## config.mk

```make
export PLATFORM = sky130hd
export DESIGN_NAME = dual_ide_irq_regs
export DESIGN_NICKNAME = d
export VERILOG_FILES = /design/src/rtl/ide_irq_pkg.sv /design/src/rtl/ide_irq_decode.sv /design/src/rtl/ide_irq_chan.sv /design/src/rtl/ide_irq_sel.sv /design/src/rtl/dual_ide_irq_regs.sv
export SDC_FILE = /design/constraint.sdc
export NUM_CORES = 1
export LEC_CHECK = 0
export BUFFER_PORTS_ARGS = -buffer_cell sky130_fd_sc_hd__buf_2
export CAP_MARGIN = 20
export CELL_PAD_IN_SITES_DETAIL_PLACEMENT = 0
export CELL_PAD_IN_SITES_GLOBAL_PLACEMENT = 1
export CORE_UTILIZATION = 16
export DETAILED_ROUTE_END_ITERATION = 10
export GPL_ROUTABILITY_DRIVEN = 0
export PLACE_DENSITY = 0.7
export SKIP_LAST_GASP = 1
export SLEW_MARGIN = 30
export SYNTH_ARGS = -nofsm -noshare
export SYNTH_HDL_FRONTEND = slang
export SYNTH_SLANG_ARGS = --single-unit
```

## constraint.sdc

```tcl
create_clock -name clk -period 0.87 [get_ports clk]
set_input_delay 0.0435 -clock clk [delete_from_list [all_inputs] [get_ports clk]]
set_output_delay 0.0435 -clock clk [all_outputs]
set_load 0.1 [all_outputs]
```

## src/rtl/ide_irq_pkg.sv

```systemverilog
package ide_irq_pkg;
    localparam int ADDR_W  = 14;
    localparam int DATA_W  = 8;
    localparam int NUM_CH  = 2;
    localparam int ID_W    = 4;
    localparam int IDX_W   = $clog2(ID_W);

    localparam logic [ADDR_W-1:0] TRIG_BASE  = 14'h2200;
    localparam logic [ADDR_W-1:0] CH_STRIDE  = 14'h1000;
    localparam logic [ADDR_W-1:0] STAT_DELTA = 14'h0090;
    localparam logic [ADDR_W-1:0] ID_BASE    = 14'h2280;
    localparam logic [ADDR_W-1:0] ID_STEP    = 14'h0004;

    localparam int SEL_CHAN_BIT = 0;
    localparam int SEL_WIN_BIT  = 5;

    typedef struct packed {
        logic win;
        logic chan;
    } sel_t;

    typedef struct packed {
        logic [DATA_W-1:0] rdata;
    } rd_t;
endpackage

```

## src/rtl/ide_irq_decode.sv

```systemverilog
module ide_irq_decode
    import ide_irq_pkg::*;
(
    input  logic [ADDR_W-1:0] addr,
    input  logic              wr,
    input  logic              rd,
    output logic [NUM_CH-1:0] trig_wr,
    output logic [NUM_CH-1:0] trig_rd,
    output logic [NUM_CH-1:0] stat_hit,
    output logic              id_hit,
    output logic [IDX_W-1:0]  id_idx
);
    logic [ID_W-1:0] id_match;

    for (genvar c = 0; c < NUM_CH; c++) begin : g_ch
        localparam logic [ADDR_W-1:0] TRIG_A = TRIG_BASE + ADDR_W'(c) * CH_STRIDE;
        localparam logic [ADDR_W-1:0] STAT_A = TRIG_A + STAT_DELTA;
        assign trig_wr[c]  = wr && (addr == TRIG_A);
        assign trig_rd[c]  = rd && (addr == TRIG_A);
        assign stat_hit[c] = addr == STAT_A;
    end

    for (genvar k = 0; k < ID_W; k++) begin : g_id
        localparam logic [ADDR_W-1:0] ID_A = ID_BASE + ADDR_W'(k) * ID_STEP;
        assign id_match[k] = addr == ID_A;
    end

    always_comb begin
        id_hit = |id_match;
        id_idx = '0;
        for (int k = 0; k < ID_W; k++) begin
            if (id_match[k]) id_idx = IDX_W'(k);
        end
    end
endmodule

```

## src/rtl/ide_irq_chan.sv

```systemverilog
module ide_irq_chan (
    input  logic clk,
    input  logic rst_n,
    input  logic arm,
    input  logic disarm,
    input  logic raw_req,
    output logic en_q,
    output logic gated
);
    logic en_d;

    always_comb begin
        en_d = en_q;
        if (disarm)   en_d = 1'b0;
        else if (arm) en_d = 1'b1;
    end

    always_ff @(posedge clk or negedge rst_n) begin
        if (!rst_n) en_q <= 1'b0;
        else        en_q <= en_d;
    end

    assign gated = raw_req & en_q;

    assert_arm_R2: assert property (@(posedge clk) disable iff (!rst_n)
        (arm && !disarm) |=> en_q);
    assert_disarm_R3: assert property (@(posedge clk) disable iff (!rst_n)
        disarm |=> !en_q);
    assert_hold_R10: assert property (@(posedge clk) disable iff (!rst_n)
        (!arm && !disarm) |=> $stable(en_q));
endmodule

```

## src/rtl/ide_irq_sel.sv

```systemverilog
module ide_irq_sel
    import ide_irq_pkg::*;
(
    input  logic              clk,
    input  logic              rst_n,
    input  logic              wr,
    input  logic [DATA_W-1:0] wdata,
    output logic              dma_chan,
    output logic              window_open
);
    sel_t sel_d, sel_q;

    always_comb begin
        sel_d = sel_q;
        if (wr) begin
            sel_d.chan = wdata[SEL_CHAN_BIT];
            sel_d.win  = wdata[SEL_WIN_BIT];
        end
    end

    always_ff @(posedge clk or negedge rst_n) begin
        if (!rst_n) sel_q <= '0;
        else        sel_q <= sel_d;
    end

    assign dma_chan    = sel_q.chan;
    assign window_open = sel_q.win;

    assert_sel_R7: assert property (@(posedge clk) disable iff (!rst_n)
        wr |=> (dma_chan == $past(wdata[SEL_CHAN_BIT])) && (window_open == $past(wdata[SEL_WIN_BIT])));
    assert_zero_R8: assert property (@(posedge clk) disable iff (!rst_n)
        (wr && wdata == '0) |=> (!dma_chan && !window_open));
endmodule

```

## src/rtl/dual_ide_irq_regs.sv

```systemverilog
module dual_ide_irq_regs
    import ide_irq_pkg::*;
#(
    parameter logic [ID_W-1:0] BOARD_TYPE = 4'd3
) (
    input  logic              clk,
    input  logic              rst_n,
    input  logic [ADDR_W-1:0] bus_addr,
    input  logic              bus_wr,
    input  logic              bus_rd,
    input  logic [DATA_W-1:0] bus_wdata,
    output logic [DATA_W-1:0] bus_rdata,
    input  logic              ctl_wr,
    input  logic [DATA_W-1:0] ctl_wdata,
    input  logic [NUM_CH-1:0] raw_req,
    output logic              host_irq,
    output logic              dma_chan,
    output logic              window_open
);
    logic [NUM_CH-1:0] trig_wr, trig_rd, stat_hit, en, gated;
    logic              id_hit;
    logic [IDX_W-1:0]  id_idx;
    rd_t               rd_d, rd_q;

    ide_irq_decode u_dec (
        .addr(bus_addr), .wr(bus_wr), .rd(bus_rd),
        .trig_wr(trig_wr), .trig_rd(trig_rd), .stat_hit(stat_hit),
        .id_hit(id_hit), .id_idx(id_idx)
    );

    for (genvar c = 0; c < NUM_CH; c++) begin : g_chan
        ide_irq_chan u_chan (
            .clk(clk), .rst_n(rst_n),
            .arm(trig_wr[c]), .disarm(trig_rd[c]),
            .raw_req(raw_req[c]), .en_q(en[c]), .gated(gated[c])
        );
    end

    ide_irq_sel u_sel (
        .clk(clk), .rst_n(rst_n), .wr(ctl_wr), .wdata(ctl_wdata),
        .dma_chan(dma_chan), .window_open(window_open)
    );

    always_comb begin
        rd_d = rd_q;
        if (bus_rd) begin
            rd_d.rdata = '0;
            for (int c = 0; c < NUM_CH; c++) begin
                if (stat_hit[c]) rd_d.rdata[0] = raw_req[c];
            end
            if (id_hit && !window_open) rd_d.rdata[0] = BOARD_TYPE[id_idx];
        end
    end

    always_ff @(posedge clk or negedge rst_n) begin
        if (!rst_n) rd_q <= '0;
        else        rd_q <= rd_d;
    end

    assign bus_rdata = rd_q.rdata;
    assign host_irq  = |gated;

    assert_trig_read_zero_R3: assert property (@(posedge clk) disable iff (!rst_n)
        (|trig_rd) |=> bus_rdata == '0);
    assert_masked_R6: assert property (@(posedge clk) disable iff (!rst_n)
        (en == '0) |-> !host_irq);
    assert_rdata_hold_R11: assert property (@(posedge clk) disable iff (!rst_n)
        !bus_rd |=> $stable(bus_rdata));
endmodule

```

== Word level (Yosys, flattened, before mapping) ==
Index checks and enable logic that the tools add are counted.

* Register bits after elaboration: 5

* $lt $le $gt $ge: 1
* Equality and inequality tests: 8
* Muxes and demuxes: 12
* Bitwise operators: 2
* Reductions and logical operators: 10

{| class="wikitable"
|+ Operators with widths
! operator !! count
|-
| equality test 14 bit, second input constant || 8
|-
| 2-to-1 mux 1 bit || 9
|-
| logical AND 1 bit || 5
|-
| 2-to-1 mux 2 bit || 2
|-
| nonzero test 2 bit || 2
|-
| OR reduction 4 bit || 1
|-
| < comparator 2 x 3 -> 1 bit, second input constant || 1
|-
| AND 1 bit || 2
|-
| binary-select mux 1 bit (select 2 bit) || 1
|-
| OR reduction 2 bit || 1
|-
| logical NOT 1 bit || 1
|}

== Depth between registers and ports, before layout ==
Gate-level depths: netlist of run 1.

* Depth in word-level cells: 7
* Gate-level depth with buffers: 4

== Modules after synthesis ==
A second synthesis of run 1 with hierarchy kept.

* Cells, all modules: 56
* Area total of the unflattened synthesis: 474.2 um2

{| class="wikitable"
|+ By module, submodules not included
! module !! instances !! cells each !! area an instance (um2)
|-
| ide_irq_decode || 1 || 30 || 176.4
|-
| dual_ide_irq_regs || 1 || 16 || 142.6
|-
| ide_irq_chan || 2 || 3 || 41.3
|-
| ide_irq_sel || 1 || 4 || 72.6
|}

== Worst setup path before layout of run 1 ==
Ideal clock, no wire load.

* Path kind: reg-to-reg
* From: register u_sel.sel_q (netlist bit u_sel.window_open)
* To: register rd_q (netlist bit bus_rdata[0])
* Library setup time: 0.120 ns
* Arrival time: 1.424 ns
* Required time: 0.750 ns
* Slack: -0.674 ns
* Stages on the path, launching flop included: 5
* Period minus slack after synthesis: 1.544 ns
* Cells stage by stage: dfrtp_1 nor2_1 a21oi_1 o22ai_1 a41o_1

* Cells in the longest elaborated chain, start to end: 3

{| class="wikitable"
|+ Ends and longest elaborated chain
! element !! RTL line !! RTL
|-
| from (decl) || ide_irq_sel.sv:11 || <nowiki>sel_t sel_d, sel_q;</nowiki>
|-
| from (signal assigned) || ide_irq_sel.sv:23 || <nowiki>else sel_q <= sel_d;</nowiki>
|-
| logical NOT 1 bit || dual_ide_irq_regs.sv:51 || <nowiki>if (id_hit && !window_open) rd_d.rdata[0] = BOARD_TYPE[id_idx];</nowiki>
|-
| logical AND 1 bit || dual_ide_irq_regs.sv:51 ||
|-
| 2-to-1 mux 1 bit || dual_ide_irq_regs.sv:51 ||
|-
| to (signal assigned) || dual_ide_irq_regs.sv:57 || <nowiki>else rd_q <= rd_d;</nowiki>
|-
| to (decl) || dual_ide_irq_regs.sv:23 || <nowiki>rd_t rd_d, rd_q;</nowiki>
|}

No other way between the ends.
A chain may end at the register's enable or synchronous reset.

== Final worst setup path of run 1 ==
* From: input port bus_addr[6]
* To: register g_chan[0].u_chan.en_q

* Cells in the longest elaborated chain, start to end: 3
* Elaborated cells on any way between the ends: 5
* Those cells by class: eq/ne: 1; mux: 1; reduce/logical: 3

{| class="wikitable"
|+ Ends and longest elaborated chain
! element !! RTL line !! RTL
|-
| from (decl) || dual_ide_irq_regs.sv:8 || <nowiki>input logic [ADDR_W-1:0] bus_addr,</nowiki>
|-
| equality test 14 bit * || ide_irq_decode.sv:18, ide_irq_decode.sv:19 ||
|-
| logical AND 1 bit, on equally long branches || ide_irq_decode.sv:19, ide_irq_decode.sv:18 ||
|-
| 2-to-1 mux 1 bit / nonzero test 2 bit (equally long branches) || - ||
|-
| to (signal assigned) || ide_irq_chan.sv:20 || <nowiki>else en_q <= en_d;</nowiki>
|-
| to (decl) || ide_irq_chan.sv:7 || <nowiki>output logic en_q,</nowiki>
|}

Mark *: on every way between the ends. The rest lies on a longest branch, timed or not.

==> impl_metrics.tcl, run 1 <==
set metrics [dict create \
    async_flop_share_pct 100 \
    viasPerCell 3.89 \
    slew_viol_final 0 \
    synth_flop_cell "dfrtp_1" \
    io_buffers 26 \
    wl_um 838 \
    die_h_um 48.3 \
    clock-skew-final_ns 0.00147 \
    r2r_start "u_sel.window_open" \
    netlist_top_cells_area "dfrtp_1 (36%), buf_4 (15%), mux2_2 (6.6%)" \
    synth_largest_area_cell "dfrtp_1" \
    end_kind "flop" \
    cts.sinks 5 \
    avgSynthCellArea_um2 10.4 \
    dpl_cell_area_um2 577 \
    ir_worst_vdd_v 0.000563 \
    crit_path_top_delay_cell "or4b_4" \
    fp-row-count 16 \
    violations "setup timing" \
    maxCapViolations 0 \
    synth-edff-count 0 \
    cts_tree "done" \
    grt.total_usage_pct 8.17 \
    cts.clk_slew.worst_paths_ns 0.04 \
    grt_pass1_vias 343 \
    hold_path.class "in -> reg" \
    wl_per_cell_um 9.01 \
    dp_hpwl_um 716 \
    critPathKind "in -> reg" \
    critPathMaxStageDelay_ns 0.53 \
    clk_latency_ns 0.24 \
    worstSetupEndpoint "g_chan[0].u_chan.en_q" \
    num-nets-final 104 \
    reg2reg_to "bus_rdata[0]" \
    yosysSeqAreaShare_pct 36.5 \
    drive_above_1_share_pct 65.2 \
    first_iter_violations 1 \
    drtPass1Iterations 4 \
    setup_tns_ns -1.28 \
    reg2reg_slack_ns -0.13 \
    fin_cells 93 \
    cp_cell_sequence "buf_6 > or4b_4 > nor4_4 > and3_1 > a21oi_1" \
    path_delay_family "simple AND/OR/NAND/NOR gates" \
    cp.required_ns 0.99 \
    syn_to_final_growth_pct 85.8 \
    cp-start-kind "primary input" \
    fin_area_um2 637 \
    clock_path_buffers 2 \
    n_antenna_cell 0 \
    p_leak_nw 0.308 \
    initial_core_util_pct 17.3 \
    setup_violations 7 \
    power_density_nw_per_um2 1420 \
    grt_pass1_wl_mm 1.27 \
    route.detailed.drc 0 \
    cts-root-buf "clkbuf_4" \
    boundaryPins 48 \
    whs_ns 0.0423 \
    num_vias 362 \
    dieArea_um2 2330 \
    min_period_over_period_pct 128 \
    netlist_area_um2 343 \
    core_area_um2 1980 \
    finalWorstSetupSlack_ns -0.247 \
    cts_buffers 3 \
    status "finished with violations" \
    synth_cells 33 \
    synth_top_area_share_pct 36.5 \
    ant_nets 0 \
    rsz0062_at_grt "true" \
    startpoint "bus_addr[6]" \
    die_x_um 48.3 \
    synth_seq_cells 5 \
    post-route-min-period_ns 1.12 \
    cp.buffers_inverters 1 \
    h-tree-depth 1 \
    overflow 0 \
    hold_viol_final 0 \
    synth_warnings 0 \
    rr_worst_depth 4 \
    place_inst 89 \
    fin_util_pct 32.1 \
    ys_types 18 \
    power_mw 0.907 \
    crit_fanout 4 \
    arrival_ns 1.24 \
    grt_max_degree 6 \
    dp_slack_ns -0.509 \
    path_depth 5 \
    timing.fmax_mhz 895 \
    antenna_found_initial 0 \
]
[worst reg2reg max path, cell delays in order, from the launching register on]
cell	delay, ns
dfrtp_4	0.49
nor2_4	0.11
a21oi_2	0.04
o22ai_2	0.12
a41o_1	0.18
[timing repair]
item / CTS / global route
endpoints found under the hold margin: 5 / 0
hold buffers: 1 / 0
setup buffers: 0 / 0
resized for setup: 3 / 4
endpoints found under the setup margin: 8 / 8
pin swaps: 2 / 3
[layer usage]
layer  track usage, %  part of all wire, %  up-vias
met5                0                    0        -
met4             3.33                    0        0
met3             4.44                  9.7        0
met2             13.1                   54       20
met1             9.01                   36      167
li1                 -                    -      175
[how the worst min path moves through the flow]
stage                            endpoint  slack [ns]  cells past startpoint          from
finish                  u_sel.window_open        0.04                      2  ctl_wdata[5]
global route               u_sel.dma_chan        0.04                      2  ctl_wdata[0]
CTS                 g_chan[1].u_chan.en_q        0.02                      2  bus_addr[12]
detailed placement         u_sel.dma_chan       -0.13                      1         rst_n
global placement           u_sel.dma_chan       -0.13                      1         rst_n
floorplan                    bus_rdata[0]       -0.25                      0         rst_n
[cell families after synthesis]
family | Yosys count | share of synthesized area (%)
AO/OA/AOI/OAI | 8 | 16.8
buffers and inverters | 8 | 16.4
AND/OR/NAND/NOR | 9 | 22.6
other | 1 | 1.09
multiplexers | 2 | 6.57
flip-flops | 5 | 36.5
[cells in the final DEF (no fill, tap or decap)]
cell type and count:
mux2_2 2, nor2b_1 2, dfrtp_1 2, nor4_4 1, dfrtp_2 1, nor3_1 1
buf_2 21, buf_4 1, dfrtp_4 2, a41oi_1 2, nor2_4 1, clkbuf_1 1
or4b_1 1, a41o_1 1, inv_1 1, a21oi_1 2, a21oi_2 1, buf_6 3
or4b_4 1, dlygate4sd3_1 1, clkbuf_4 3, conb_1 7, a22o_2 1, buf_12 4
nand3_1 1, o22ai_2 1, and3_1 1
[cell type report]
cell class              count  area [µm²]
flip-flops and latches      5         134
inverters                   1        3.75
clock buffers               4        26.3
multi-input cells          26         203
repair buffers             30         236
well taps                  27        33.8
fillers                   218        1350
[where the power goes]
group,internal (mW),total [mW],switching (mW)
logic,0.121,0.381,0.260
clock network,0.173,0.268,0.0950
registers,0.249,0.258,0.00895
total,0.543,0.907,0.364
[Yosys cell counts (2+ instances only)]
cell type  instances
a41oi_1            2
buf_4              7
a21oi_1            3
dfrtp_1            5
nor2b_1            2
mux2_2             2
[registers in the layout, summed over array words and instances (netlist names)]
name	cells
g_chan.u_chan.en_q	2
u_sel.dma_chan	1
u_sel.window_open	1
bus_rdata	1
Power figures use the tool's default switching activity.
==> run 2: changes to the inputs <==
Settings changed: ABC_AREA from default to 1, PLACE_DENSITY 0.7 to 0.68.
==> run 2 against run 1 <==
Effect of this change: the flow still finishes with violations (setup timing); total power up 3.5%; register-to-register slack better by 0.03 ns; clock skew down 0.0015 ns; die area up 16%; critical path type is now reg -> out; critical endpoint is now host_irq; largest cell class unchanged; largest power group unchanged; highest routed layer unchanged.
==> impl_metrics.tcl, run 2 <==
set metrics [dict create \
    status "finished with violations" \
    violations "setup timing" \
    yosysSeqAreaShare_pct 31.3 \
    timing.fmax_mhz 923 \
    synth.area.mux_share_pct 2.82 \
    cts.sinks 5 \
    post-route-min-period_ns 1.08 \
    die_x_um 51.9 \
    whs_endpoint "u_sel.window_open" \
    synth_common_cells "nand2_1 (12), nor2_1 (11), inv_1 (9), buf_4 (7), dfrtp_1 (5)" \
    fillers 244 \
    fin_cells 121 \
    hold_path.class "in -> reg" \
    synth_top_area_share_pct 31.3 \
    intPower_mw 0.551 \
    synth_fa_ha_area_share_pct 0 \
    ant_nets 0 \
    ys_types 16 \
    dp_hpwl_um 840 \
    fin_util_pct 30.0 \
    p_clk_share_pct 28.4 \
    layout_common_cells "buf_2 (22), nand2_1 (11), nor2_1 (11)" \
    netlist_area_um2 399 \
    ir_worst_vdd_v 0.000657 \
    min_period_over_period_pct 124 \
    synth-edff-count 0 \
    hold_viol_final 0 \
    grt_pass1_vias 378 \
    synth_warnings 0 \
    power_density_nw_per_um2 1370 \
    synth_compound_area_share_pct 8.78 \
    n_antenna_cell 0 \
    io_buffers 26 \
    cts_tree "done" \
    cts_buffers 3 \
    async_flop_share_pct 100 \
    clk_latency_ns 0.24 \
    dieArea_um2 2700 \
    p_leak_nw 0.352 \
    reg2reg_to "bus_rdata[0]" \
    synth_largest_area_cell "dfrtp_1" \
    wl_per_cell_um 7.84 \
    combPwrFrac_pct 44.2 \
    cts.clk_slew.worst_paths_ns 0.05 \
    synth_cells 60 \
    place_inst 116 \
    crit_fanout 2 \
    grt.total_usage_pct 7.36 \
    rr_worst_depth 6 \
    avgSynthCellArea_um2 6.65 \
    pwr-share-seq_pct 27.4 \
    cp.required_ns 0.83 \
    syn_to_final_growth_pct 71.2 \
    synth_flop_cell "dfrtp_1" \
    num_vias 449 \
    fin_area_um2 683 \
    largest_reg_flops 2 \
    p_switching_mw 0.388 \
    first_iter_violations 5 \
    initial_core_util_pct 17.5 \
    core_area_um2 2280 \
    final_common_cell "buf_2" \
    r2r_start "u_sel.window_open" \
    boundaryPins 48 \
    die_h_um 51.9 \
    drive_above_1_share_pct 45.2 \
    slew_viol_final 0 \
    grt_max_degree 6 \
    h-tree-depth 1 \
    maxCapViolations 0 \
    overflow 0 \
    drtPass1Iterations 4 \
    route.detailed.drc 0 \
    finalWorstSetupSlack_ns -0.213 \
    clock-skew-final_ns 0.0000116 \
    netlist_top_cells_area "dfrtp_1 (31%), buf_4 (13%), nand2_1 (11%)" \
    num-nets-final 131 \
    yosysMostFrequentCell "nand2_1" \
    critPathKind "reg -> out" \
    reg2reg_slack_ns -0.10 \
    dpl_cell_area_um2 627 \
    fp-row-count 17 \
    switching_share_pct 41.3 \
    end_kind "output port" \
    min_from "ctl_wr" \
    yosys.area_share.simple_pct 34.5 \
    setup_tns_ns -0.557 \
    synth_seq_cells 5 \
    synth_top_family_by_area "simple AND/OR/NAND/NOR gates" \
    viasPerCell 3.71 \
    hold_depth 2 \
    antenna_found_initial 0 \
    cp-start-kind "flop" \
    wl_um 949 \
    arrival_ns 1.04 \
    clock_path_buffers 2 \
    rsz0062_at_grt "true" \
    cts-root-buf "clkbuf_4" \
    grt_pass1_wl_mm 1.40 \
    yosys.area_share.xor_xnor_pct 0 \
    setup_violations 6 \
    regMostFlops "g_chan.u_chan.en_q" \
]
## run 2: timing repair
| item | 4_1_cts | 5_1_grt |
|---|---|---|
| setup endpoints to repair | 5 | 7 |
| buffers inserted | 1 | 0 |
| hold buffers | 1 | 0 |
| pin swaps | 2 | 2 |
| hold endpoints to repair | 5 | 0 |
| resized for setup | 4 | 3 |
## run 2: critical path, stage by stage (launching register included)
cell	delay, ns
dfrtp_1	0.37
a22o_2	0.26
buf_12	0.17
## run 2: how the worst max path moves through the flow
stage	startpoint	cells after the start	endpoint	slack (ns)
finish	g_chan[0].u_chan.en_q	2	host_irq	-0.21
global placement	u_sel.window_open	5	bus_rdata[0]	0.002
CTS	g_chan[0].u_chan.en_q	2	host_irq	-0.23
global route	g_chan[0].u_chan.en_q	2	host_irq	-0.26
detailed placement	bus_addr[5]	7	g_chan[0].u_chan.en_q	-0.02
floorplan	u_sel.dma_chan	1	u_sel.dma_chan	-0.15
## run 2: metrics by stage
stage	total power [mW]	setup WS, ns	hold WS [ns]
final	0.939	-0.213	0.00735
after global routing	0.993	-0.261	0.00214
after CTS	0.951	-0.228	0.00894
after detailed placement	0.658	-0.0195	-0.141
after global placement	0.655	0.00170	-0.139
after floorplan	0.540	-0.151	-0.252
## run 2: layout make-up
type,instances,area [µm²],share of cell area [%]
clock buffer,4,26.3,3.85
inverter,9,36.3,5.31
multi-input combinational,45,218,31.9
sequential,5,134,19.6
tap,28,35.0,5.13
timing repair buffer,30,234,34.2
## run 2: power by group through the flow
stage	clock (mW)	sequential [mW]	combinational (mW)
6_report	0.266	0.257	0.415
5_1_grt	0.301	0.258	0.435
4_1_cts	0.283	0.257	0.411
3_5_place_dp	0	0.257	0.401
3_3_place_gp	0	0.256	0.398
2_1_floorplan	0	0.324	0.216
## run 2: layer usage
metal | GRT usage [%] | wire, µm
met3 | 2.63 | 77
met5 | 0 | 0
met4 | 5.41 | 0
met2 | 12.6 | 507
met1 | 7.19 | 364
## run 2: kinds of logic after synthesis
logic type	after synthesis
simple gates	31
buf+inv	16
compound gates	6
flops	5
mux	1
other cells	1
==> run 3: changes to the inputs <==
--- a/constraint.sdc
+++ b/constraint.sdc
@@ -3,2 +3,2 @@
 set_output_delay 0.0435 -clock clk [all_outputs]
-set_load 0.1 [all_outputs]
+set_load 0.005 [all_outputs]
==> run 3 against run 2 <==
Effect of this change: via count fell by 2.2%; core utilization fell by 4.6 points; combinational power fell by 68%; die area did not move; sequential share of layout area rose by 2.0 points; critical path depth did not move; largest cell class is now multi-input gates; first-iteration DRC count fell by 80%; the flow still finishes with violations (setup timing).
==> impl_metrics.tcl, run 3 (synthesis gave the netlist of run 2 again) <==
set metrics [dict create \
    status "finished with violations" \
    violations "setup timing" \
    finalWorstSetupSlack_ns -0.0903 \
    end_kind "output port" \
    drive_above_1_share_pct 37.4 \
    num-nets-final 129 \
    cts-root-buf "clkbuf_4" \
    route.detailed.drc 0 \
    critPathMaxStageDelay_ns 0.37 \
    viasPerCell 3.69 \
    die_h_um 51.9 \
    clk_latency_ns 0.23 \
    h-tree-depth 1 \
    setup_tns_ns -0.0903 \
    grt_max_degree 6 \
    cts_tree "done" \
    rsz0062_at_grt "true" \
    cts.sinks 5 \
    num_vias 439 \
    die_x_um 51.9 \
    slew_viol_final 0 \
    regMostFlops "g_chan.u_chan.en_q" \
    ir_worst_vdd_v 0.000604 \
    cp-start-kind "flop" \
    cts_buffers 3 \
    power_density_nw_per_um2 1090 \
    io_buffers 26 \
    overflow 0 \
    wl_um 937 \
    syn_to_final_growth_pct 44.8 \
    first_iter_violations 1 \
    arrival_ns 0.92 \
    clock_path_buffers 2 \
    whs_ns 0.0216 \
    crit_fanout 2 \
    dieArea_um2 2700 \
    reg2reg_to "bus_rdata[0]" \
    power_mw 0.633 \
    post-route-min-period_ns 0.960 \
    largest_reg_flops 2 \
    hold_path.class "in -> reg" \
    crit_path_top_delay_cell "dfrtp_1" \
    min_period_over_period_pct 110 \
    cts.clk_slew.worst_paths_ns 0.04 \
    cp.required_ns 0.83 \
    timing.fmax_mhz 1040 \
    wl_per_cell_um 7.87 \
    n_antenna_cell 0 \
    clock-skew-final_ns 0.000649 \
    p_leak_nw 0.319 \
    hold_viol_final 0 \
    final_common_cell "buf_2" \
    cp_cell_sequence "a22o_1 > buf_2" \
    critPathKind "reg -> out" \
    r2r_start "u_sel.window_open" \
    grt_pass1_wl_mm 1.45 \
    cp.buffers_inverters 1 \
    drtPass1Iterations 4 \
    rr_worst_depth 5 \
    path_depth 2 \
    layout_common_cells "buf_2 (26), nand2_1 (12), nor2_1 (11)" \
    path_delay_family "flip-flops" \
    grt.total_usage_pct 7.18 \
    antenna_found_initial 0 \
    dp_hpwl_um 850 \
    initial_core_util_pct 17.5 \
    grt_pass1_vias 380 \
    fillers 254 \
    setup_violations 1 \
    worstSetupEndpoint "host_irq" \
    startpoint "g_chan[0].u_chan.en_q" \
    core_area_um2 2280 \
    fp-row-count 17 \
    ant_nets 0 \
    reg2reg_slack_ns 0.10 \
    maxCapViolations 0 \
    boundaryPins 48 \
    dp_slack_ns -0.00234 \
]
==> run 3: changes by cell type in the layout (fill, tap and decap cells not counted), sizes merged <==
cell and change:
buf -2
==> run 3: cell type report <==
| cell class | instances | area (µm²) | area share, % |
|---|---|---|---|
| clock buffer | 4 | 26.3 | 4.55 |
| inverter | 9 | 33.8 | 5.84 |
| multi-input combinational | 45 | 210 | 36.4 |
| sequential | 5 | 125 | 21.6 |
| tap | 28 | 35.0 | 6.06 |
| timing repair buffer | 28 | 148 | 25.5 |
==> run 3: timing repair <==
| item | in CTS | in global routing |
|---|---|---|
| setup endpoints to repair | 1 | 2 |
| hold buffers | 1 | 0 |
| gates cloned | 0 | 0 |
| setup buffers | 1 | 0 |
| hold endpoints to repair | 5 | 0 |
| pin swaps | 0 | 1 |
| resized for setup | 0 | 1 |
==> run 3: metal layers <==
layer	GRT usage, %	share of wire [%]	up-vias
met5	0	0	-
met4	1.35	0	0
met3	2.63	6.5	0
met2	13.5	52	15
met1	7.54	42	187
li1	-	-	237
==> run 3: worst min-delay path by stage <==
stage | startpoint | endpoint | slack (ns) | cells past startpoint
6_report | ctl_wdata[5] | u_sel.window_open | 0.02 | 3
2_1_floorplan | rst_n | bus_rdata[0] | -0.25 | 0
5_1_grt | ctl_wdata[5] | u_sel.window_open | 0.04 | 3
4_1_cts | ctl_wdata[5] | u_sel.window_open | 0.02 | 3
3_3_place_gp | rst_n | u_sel.dma_chan | -0.14 | 1
3_5_place_dp | rst_n | u_sel.window_open | -0.14 | 1
==> run 3: worst reg2reg max path: cells and delay by family (launching register included) <==
family,cells,cell delay [ns]
flops,1,0.38
simple gates,3,0.20
buf+inv,1,0.06
compound gates,1,0.07
==> run 3: power by group <==
group	internal (mW)	total [mW]	switching, mW
logic	0.0667	0.133	0.0661
registers	0.243	0.248	0.00496
clock network	0.172	0.253	0.0801
==> run 3: metrics by stage <==
step | area (µm²) | util (%) | std cells
finish | 578 | 25.4 | 119
global route | 578 | 25.4 | 119
CTS | 578 | 25.4 | 119
detailed placement | 534 | 23.5 | 113
global placement | 534 | 23.5 | 113
floorplan | 422 | - | 66
